### config.mk
export PLATFORM = sky130hd
export DESIGN_NAME = supv_reset_gen
export DESIGN_NICKNAME = d
export VERILOG_FILES = /design/src/rtl/supv_reset_pkg.sv /design/src/rtl/supv_reset_dp.sv /design/src/rtl/supv_reset_ctl.sv /design/src/rtl/supv_reset_gen.sv
export SDC_FILE = /design/constraint.sdc
export NUM_CORES = 1
export LEC_CHECK = 0
export BUFFER_PORTS_ARGS = -buffer_cell sky130_fd_sc_hd__buf_2
export CAP_MARGIN = 25
export CORE_ASPECT_RATIO = 1.25
export CORE_UTILIZATION = 55
export DETAILED_ROUTE_END_ITERATION = 8
export PLACE_DENSITY = 0.73
export SKIP_CTS_REPAIR_TIMING = 1
export SYNTH_ARGS = -nofsm -noshare
export SYNTH_HDL_FRONTEND = slang
export SYNTH_SLANG_ARGS = --single-unit
### constraint.sdc
create_clock -name clk -period 1.9 [get_ports clk]
set_clock_uncertainty 0.2 [all_clocks]
set_input_delay 0.38 -clock clk [delete_from_list [all_inputs] [get_ports clk]]
set_output_delay 0.38 -clock clk [all_outputs]
set_load 0.005 [all_outputs]
### src/rtl/supv_reset_pkg.sv
package supv_reset_pkg;

  // Sequencer states; only ST_RUN leaves the processor out of reset.
  typedef enum logic [1:0] {
    ST_FAULT = 2'd0,
    ST_HOLD  = 2'd1,
    ST_RUN   = 2'd2
  } supvState_t;

  // Strobes from the sequencer to the hold counter.
  typedef struct packed {
    logic clrHold;
    logic incHold;
  } holdCtl_t;

endpackage

### src/rtl/supv_reset_dp.sv
module supv_reset_dp
  import supv_reset_pkg::*;
#(
  parameter int HOLD_CYCLES    = 40_000_000,
  parameter int MR_QUAL_CYCLES = 64,
  parameter int SYNC_STAGES    = 2
) (
  input  logic     clk,
  input  logic     rstN,
  input  logic     supplyOk,
  input  logic     manualRstN,
  input  holdCtl_t ctl,
  output logic     fault,
  output logic     holdLast
);

  localparam int HOLD_W = $clog2(HOLD_CYCLES + 1);
  localparam int QUAL_W = $clog2(MR_QUAL_CYCLES + 1);

  // The synchroniser powers up in the released state, as a pulled-up pin would read.
  logic [SYNC_STAGES-1:0] syncQ;
  logic                   mrSync;

  always_ff @(posedge clk or negedge rstN) begin
    if (!rstN) syncQ <= '1;
    else       syncQ <= {syncQ[SYNC_STAGES-2:0], manualRstN};
  end

  assign mrSync = syncQ[SYNC_STAGES-1];

  // Qualifier: counts consecutive low samples and saturates at the window size.
  logic [QUAL_W-1:0] qualCnt;
  logic              mrActive;

  always_ff @(posedge clk or negedge rstN) begin
    if (!rstN)                                qualCnt <= '0;
    else if (mrSync)                          qualCnt <= '0;
    else if (qualCnt != QUAL_W'(MR_QUAL_CYCLES)) qualCnt <= qualCnt + 1'b1;
  end

  assign mrActive = (qualCnt == QUAL_W'(MR_QUAL_CYCLES));
  assign fault    = !supplyOk || mrActive;

  // Hold counter, driven only by the sequencer strobes.
  logic [HOLD_W-1:0] holdCnt;

  always_ff @(posedge clk or negedge rstN) begin
    if (!rstN)            holdCnt <= '0;
    else if (ctl.clrHold) holdCnt <= '0;
    else if (ctl.incHold) holdCnt <= holdCnt + 1'b1;
  end

  assign holdLast = (holdCnt == HOLD_W'(HOLD_CYCLES - 1));

endmodule

### src/rtl/supv_reset_ctl.sv
module supv_reset_ctl
  import supv_reset_pkg::*;
(
  input  logic     clk,
  input  logic     rstN,
  input  logic     fault,
  input  logic     holdLast,
  output holdCtl_t ctl,
  output logic     resetHi,
  output logic     resetLo
);

  supvState_t state, stateNext;

  always_comb begin
    stateNext   = state;
    ctl.clrHold = 1'b0;
    ctl.incHold = 1'b0;
    unique case (state)
      ST_FAULT: begin
        ctl.clrHold = 1'b1;
        if (!fault) stateNext = ST_HOLD;
      end
      ST_HOLD: begin
        if (fault) begin
          ctl.clrHold = 1'b1;
          stateNext   = ST_FAULT;
        end else begin
          ctl.incHold = 1'b1;
          if (holdLast) stateNext = ST_RUN;
        end
      end
      ST_RUN: begin
        ctl.clrHold = 1'b1;
        if (fault) stateNext = ST_FAULT;
      end
      default: begin
        ctl.clrHold = 1'b1;
        stateNext   = ST_FAULT;
      end
    endcase
  end

  // Both polarities come from their own flops and are loaded from the same next state.
  always_ff @(posedge clk or negedge rstN) begin
    if (!rstN) begin
      state   <= ST_FAULT;
      resetHi <= 1'b1;
      resetLo <= 1'b0;
    end else begin
      state   <= stateNext;
      resetHi <= (stateNext != ST_RUN);
      resetLo <= (stateNext == ST_RUN);
    end
  end

endmodule

### src/rtl/supv_reset_gen.sv
module supv_reset_gen
  import supv_reset_pkg::*;
#(
  parameter int HOLD_CYCLES    = 40_000_000,
  parameter int MR_MIN_CYCLES  = 100,
  parameter int MR_QUAL_CYCLES = 64,
  parameter int SYNC_STAGES    = 2
) (
  input  logic clk,
  input  logic rstN,
  input  logic supplyOk,
  input  logic manualRstN,
  output logic resetHi,
  output logic resetLo
);

  generate
    if (MR_QUAL_CYCLES >= MR_MIN_CYCLES || MR_QUAL_CYCLES < 1)
      $error("qualification window must be 1..MR_MIN_CYCLES-1");
    if (HOLD_CYCLES < 2)
      $error("hold time must be at least two cycles");
    if (SYNC_STAGES < 2)
      $error("synchroniser needs at least two stages");
  endgenerate

  holdCtl_t ctl;
  logic     fault;
  logic     holdLast;

  supv_reset_dp #(
    .HOLD_CYCLES   (HOLD_CYCLES),
    .MR_QUAL_CYCLES(MR_QUAL_CYCLES),
    .SYNC_STAGES   (SYNC_STAGES)
  ) u_dp (
    .clk       (clk),
    .rstN      (rstN),
    .supplyOk  (supplyOk),
    .manualRstN(manualRstN),
    .ctl       (ctl),
    .fault     (fault),
    .holdLast  (holdLast)
  );

  supv_reset_ctl u_ctl (
    .clk     (clk),
    .rstN    (rstN),
    .fault   (fault),
    .holdLast(holdLast),
    .ctl     (ctl),
    .resetHi (resetHi),
    .resetLo (resetLo)
  );

endmodule

---- Word level (Yosys, flattened, before mapping) ----
Index checks and enable logic that the tools add are counted.
storage, ports and cells
  bits in read-only memories .............. 0
  input bits .............................. 4
  RAM bits ................................ 0
  memories ................................ 0
  register bits after elaboration ......... 39
  latch bits .............................. 0
operators by class
  $add $sub $neg .......................... 2
  bitwise logic cells ..................... 0
  magnitude comparators ................... 0
  shift operators ......................... 0
  mux-type cells .......................... 13
  $mul .................................... 0
  equal/unequal tests ..................... 7
  divide/modulo/power cells ............... 0
  reduce and logical (&&, ||, !) cells .... 5
operators with widths
  cell                                                                   number
  26-bit two-way mux                                                     2
  26-bit by 1-bit adder with 26-bit output, second input constant        1
  26-bit equality test, second input constant                            1
  7-bit two-way mux                                                      2
  2-bit two-way mux                                                      4
  7-bit by 1-bit adder with 7-bit output, second input constant          1
  7-bit equality test, second input constant                             1
  7-bit inequality test, second input constant                           1
  2-bit case mux with 3 select lines                                     1
  2-bit equality test, second input constant                             2
  1-bit two-way mux                                                      4
  2-bit nonzero test                                                     2
  2-bit by 1-bit equality test with 1-bit output, second input constant  1
  2-bit logical NOT                                                      1
  2-bit inequality test, second input constant                           1
  1-bit logical NOT                                                      1
  1-bit logical OR                                                       1

---- Longest topological paths before layout ----
  depth in word-level cells ............... 6
  depth in mapped cells ................... 7
  gate-level depth less buffers ........... 6

---- By module ----
Synthesis repeated with hierarchy kept, for this count alone.
unflattened totals
  cell total of the unflattened synthesis .. 197
  area, all modules ....................... 2006.9 um^2
modules (own cells, without submodules)
  module          seq. area each (um^2)  times used  area an instance (um^2)  cells an instance
  supv_reset_dp   878.3                  1           1844.3                   185
  supv_reset_ctl  101.3                  1           162.7                    12

---- Worst setup path before layout ----
No wires, ideal clock.
  path kind ............................... reg-to-reg
  start point ............................. reg u_dp.holdCnt[0]
  end point ............................... reg u_dp.holdCnt[18]
  library setup time ...................... 0.073 ns
  path buffers ............................ 1
  arrival ................................. 1.626 ns
  clock period less this slack ............ 1.899 ns
  path slack .............................. 0.001 ns
  required time ........................... 1.627 ns
  cell stages (with the launch flop) ...... 7
  cells stage by stage .................... dfrtp_1 -> ha_1 -> and2_2 -> buf_2 -> nand3_4 -> or4_4 -> a21oi_2
on the way
  word-level cells in the longest chain between the ends .. 3
RTL lines
  item                                      RTL line             source
  start, declared                           supv_reset_dp.sv:45  logic [HOLD_W-1:0] holdCnt;
  start signal, assigned                    supv_reset_dp.sv:50  else if (ctl.incHold) holdCnt <= holdCnt + 1'b1;
  26-bit by 1-bit adder with 26-bit output  supv_reset_dp.sv:50
  26-bit two-way mux                        supv_reset_dp.sv:50
  26-bit two-way mux                        supv_reset_dp.sv:49  else if (ctl.clrHold) holdCnt <= '0;
No other way between the ends. The select of a mux whose other input is x is not followed.
A chain may end at the register's enable or synchronous reset.

---- Worst setup path after layout ----
  start point ............................. reg u_dp.holdCnt[1]
  end point ............................... reg u_dp.holdCnt[16]
The elaborated chain is that of the path after synthesis.

==> key figures <==
STA
  – Slew Viols, Final: 0
  – Slew Limit Headroom: 70.7%
  – Hold violation count in the final report: 0
  – Period utilisation layout: 97.3%
  – Final setup fails: 0
  – Setup TNS: 0 ns
  – Actual slew at the worst max-slew pin: 0.440 ns
  – Crit path time final: 1.85 ns
  – FMAX: 541 MHz
  – RSZ-0062 raised after global routing: no
  – Hold Worst Slack: 0.114 ns

Placed design
  – Number of port buffers: 5
  – HPWL after DPL: 2790 um
  – Final GP Congestion: 0.793

Synthesis
  – Ys flop type: dfrtp_1
  – Adder-Cell Fraction of Synth Area: 1.91%
  – Synth Cell Area: 1970 um^2
  – Register area share after synthesis: 49.7%
  – Post-Synth XOR/XNOR Area: 8.45%
  – Post-synthesis cell count: 187
  – Top-area cell type share of the netlist area: 45.7%
  – Compound-Gate Fraction of Synth Area: 8.89%
  – Largest family of logic cells by synthesized area: simple AND/OR/NAND/NOR gates
  – Syn Area/Cell: 10.5 um^2
  – Top post-synthesis cells by area: dfrtp_1, xor2_1, dfstp_2, nor2_1, xnor2_1
  – Post-synthesis mux area share: 0%
  – Synthesized net count: 194
  – Async SR Flop Fraction: 100%
  – #FFs+latches synth: 39
  – Post-synth EDFFs: 0
  – Area leader, netlist: dfrtp_1
  – Simple-gate portion of the synthesized area: 27.4%
  – Warnings, synthesis: 0
  – Distinct cell type count after synthesis: 37

Finish
  – Commonest non-fill, non-tap cell in the layout: dfrtp_1
  – Share of post-route cells with drive strength above 1: 23.0%
  – Fillers: 244
  – Most frequent cells in the layout: dfrtp_1, nor2_1, buf_4
  – Area of the multi-input gates: 956 um^2
  – ANT cells: 0
  – P&R area growth vs syn: 17.8%
  – Sequential cell area: 980 um^2
  – Final net count: 219

Floorplanning
  – FP Rows: 23
  – Core region area: 3310 um^2
  – Top-level port count: 6
  – Starting Density: 59.5%
  – Die area: 3830 um^2
  – DIE HEIGHT: 68.9 um
  – Die W: 55.5 um

Worst setup path
  – Critical Path Sink Type: flop
  – Critical R2R Launch: u_dp.holdCnt[1]
  – CP Class: reg2reg
  – Required @ worst endpoint: 1.90 ns
  – Reg2reg end: u_dp.holdCnt[16]
  – Worst Path Arrival: 1.85 ns
  – Critical Path Sink: u_dp.holdCnt[16]
  – Reg2reg setup slack: 0.05 ns
  – Critical Path Start Type: flop
  – Worst Setup SP: u_dp.holdCnt[1]
  – Crit Path Max Fanout: 6
  – R2R cell count: 5

Detailed routing
  – Post-route ant nets: 0
  – First-pass iteration count of the detailed router: 4
  – DRT iter0 DRCs: 60
  – Vias per std cell: 6.10
  – WL per Instance: 16.2 um
  – DRC errors left: 0
  – Via Count: 1526
  – Final WL: 4060 um

CTS
  – Worst-Skew Late Latency: 0.29 ns
  – H-tree depth: 2
  – Root Buffer Master: clkbuf_8
  – Longest Clk Path Bufs: 2
  – CTS sink cnt: 39
  – CTS tree: done
  – TritonCTS Buffers: 5
  – Clock-pin slew on the worst setup and hold paths: 0.08 ns

Global routing
  – Vias in the first global route: 1491
  – Total grt overflow: 0
  – GRT Total Usage: 23.1%
  – Largest net degree at the start of global routing: 25
  – Initial antenna violation count: 0
  – First-pass GRT wire length: 6760 um

Pwr
  – Worst VDD drop: 0.000692 V
  – P_leak: 0.995 nW
  – Power Dens Cells: 701 nW/um^2

Status
  – Status: finished clean

Job
  – MaxCap Viol Count: 0

Hold path
  – Worst hold path class: in2reg
kinds of logic after synthesis:
kind of cell             after synthesis
AO/OA/AOI/OAI                         27
XOR/XNOR                              19
adder cells (fa/ha/maj)                3
buffers and inverters                 11
flip-flops                            39
AND/OR/NAND/NOR                       88
Yosys cell counts (2+ instances only):
library cell / number
or4_1: 6
ha_1: 3
inv_1: 4
buf_2: 3
nor2b_1: 3
xnor2_1: 8
nand4_1: 10
buf_6: 2
and3b_1: 2
nor2_1: 20
or3_1: 5
and4_1: 4
nand2_1: 11
and2_1: 3
a32o_1: 2
o31ai_1: 6
nor4b_1: 2
xor2_1: 11
a21oi_1: 10
o21a_1: 2
o21ai_0: 4
nand3_1: 9
and3_1: 6
dfrtp_1: 36
dfstp_2: 3
per-stage QoR:
stage	util (%)	setup WS, ns	total power, mW	instances	cell area (um^2)
floorplan	-	0.00103	0.896	187	1970
global placement	64.8	0.0636	0.931	240	2150
detailed placement	64.8	0.00173	0.936	240	2150
CTS	68.4	-0.0317	1.64	248	2260
global route	70.1	0.00196	1.68	250	2320
finish	70.1	0.0518	1.63	250	2320
layer usage:
metal	vias up	track usage, %	part of all wire (%)
li1	725	-	-
met1	752	26.9	42
met2	40	42.0	52
met3	9	4.10	3.8
met4	0	10.9	2.0
met5	-	0	0
critical path, cell delays in order (launching register included):
cell and delay [ns]:
dfrtp_1 0.43, ha_4 0.18, and2_2 0.19, nand3_4 0.12, or4_1 0.49, a21oi_1 0.18
report_power, final:
part / total (mW) / internal (mW) / switching, mW
clock network: 0.700 / 0.425 / 0.275
registers: 0.853 / 0.842 / 0.0115
logic: 0.0722 / 0.0286 / 0.0436
total: 1.63 / 1.30 / 0.330
cell type report:
class,instances,share of cell area [%]
multi-input cells,137,41.2
repair buffers,25,8.85
clock inverters,2,1.51
inverters,4,0.647
clock buffers,6,3.56
flip-flops and latches,39,42.2
well taps,37,2.00
state kept, by name, summed over array words and instances (netlist names):
register and count:
u_dp.holdCnt 26, u_ctl.resetLo 1, u_dp.qualCnt 7, u_dp.syncQ 2
u_ctl.resetHi 1, u_ctl.state 2
worst min-delay path by stage:
stage                         from  cells after the start          endpoint  slack, ns
final                     supplyOk                      2     u_ctl.resetHi       0.11
after global routing      supplyOk                      2     u_ctl.resetHi       0.11
after CTS                     rstN                      1  u_dp.holdCnt[24]      -0.17
after detailed placement      rstN                      1  u_dp.holdCnt[24]       0.14
after global placement        rstN                      1  u_dp.holdCnt[24]       0.13
after floorplan               rstN                      0     u_ctl.resetLo      -0.12
Note: power is estimated with default switching activity, not from simulation.
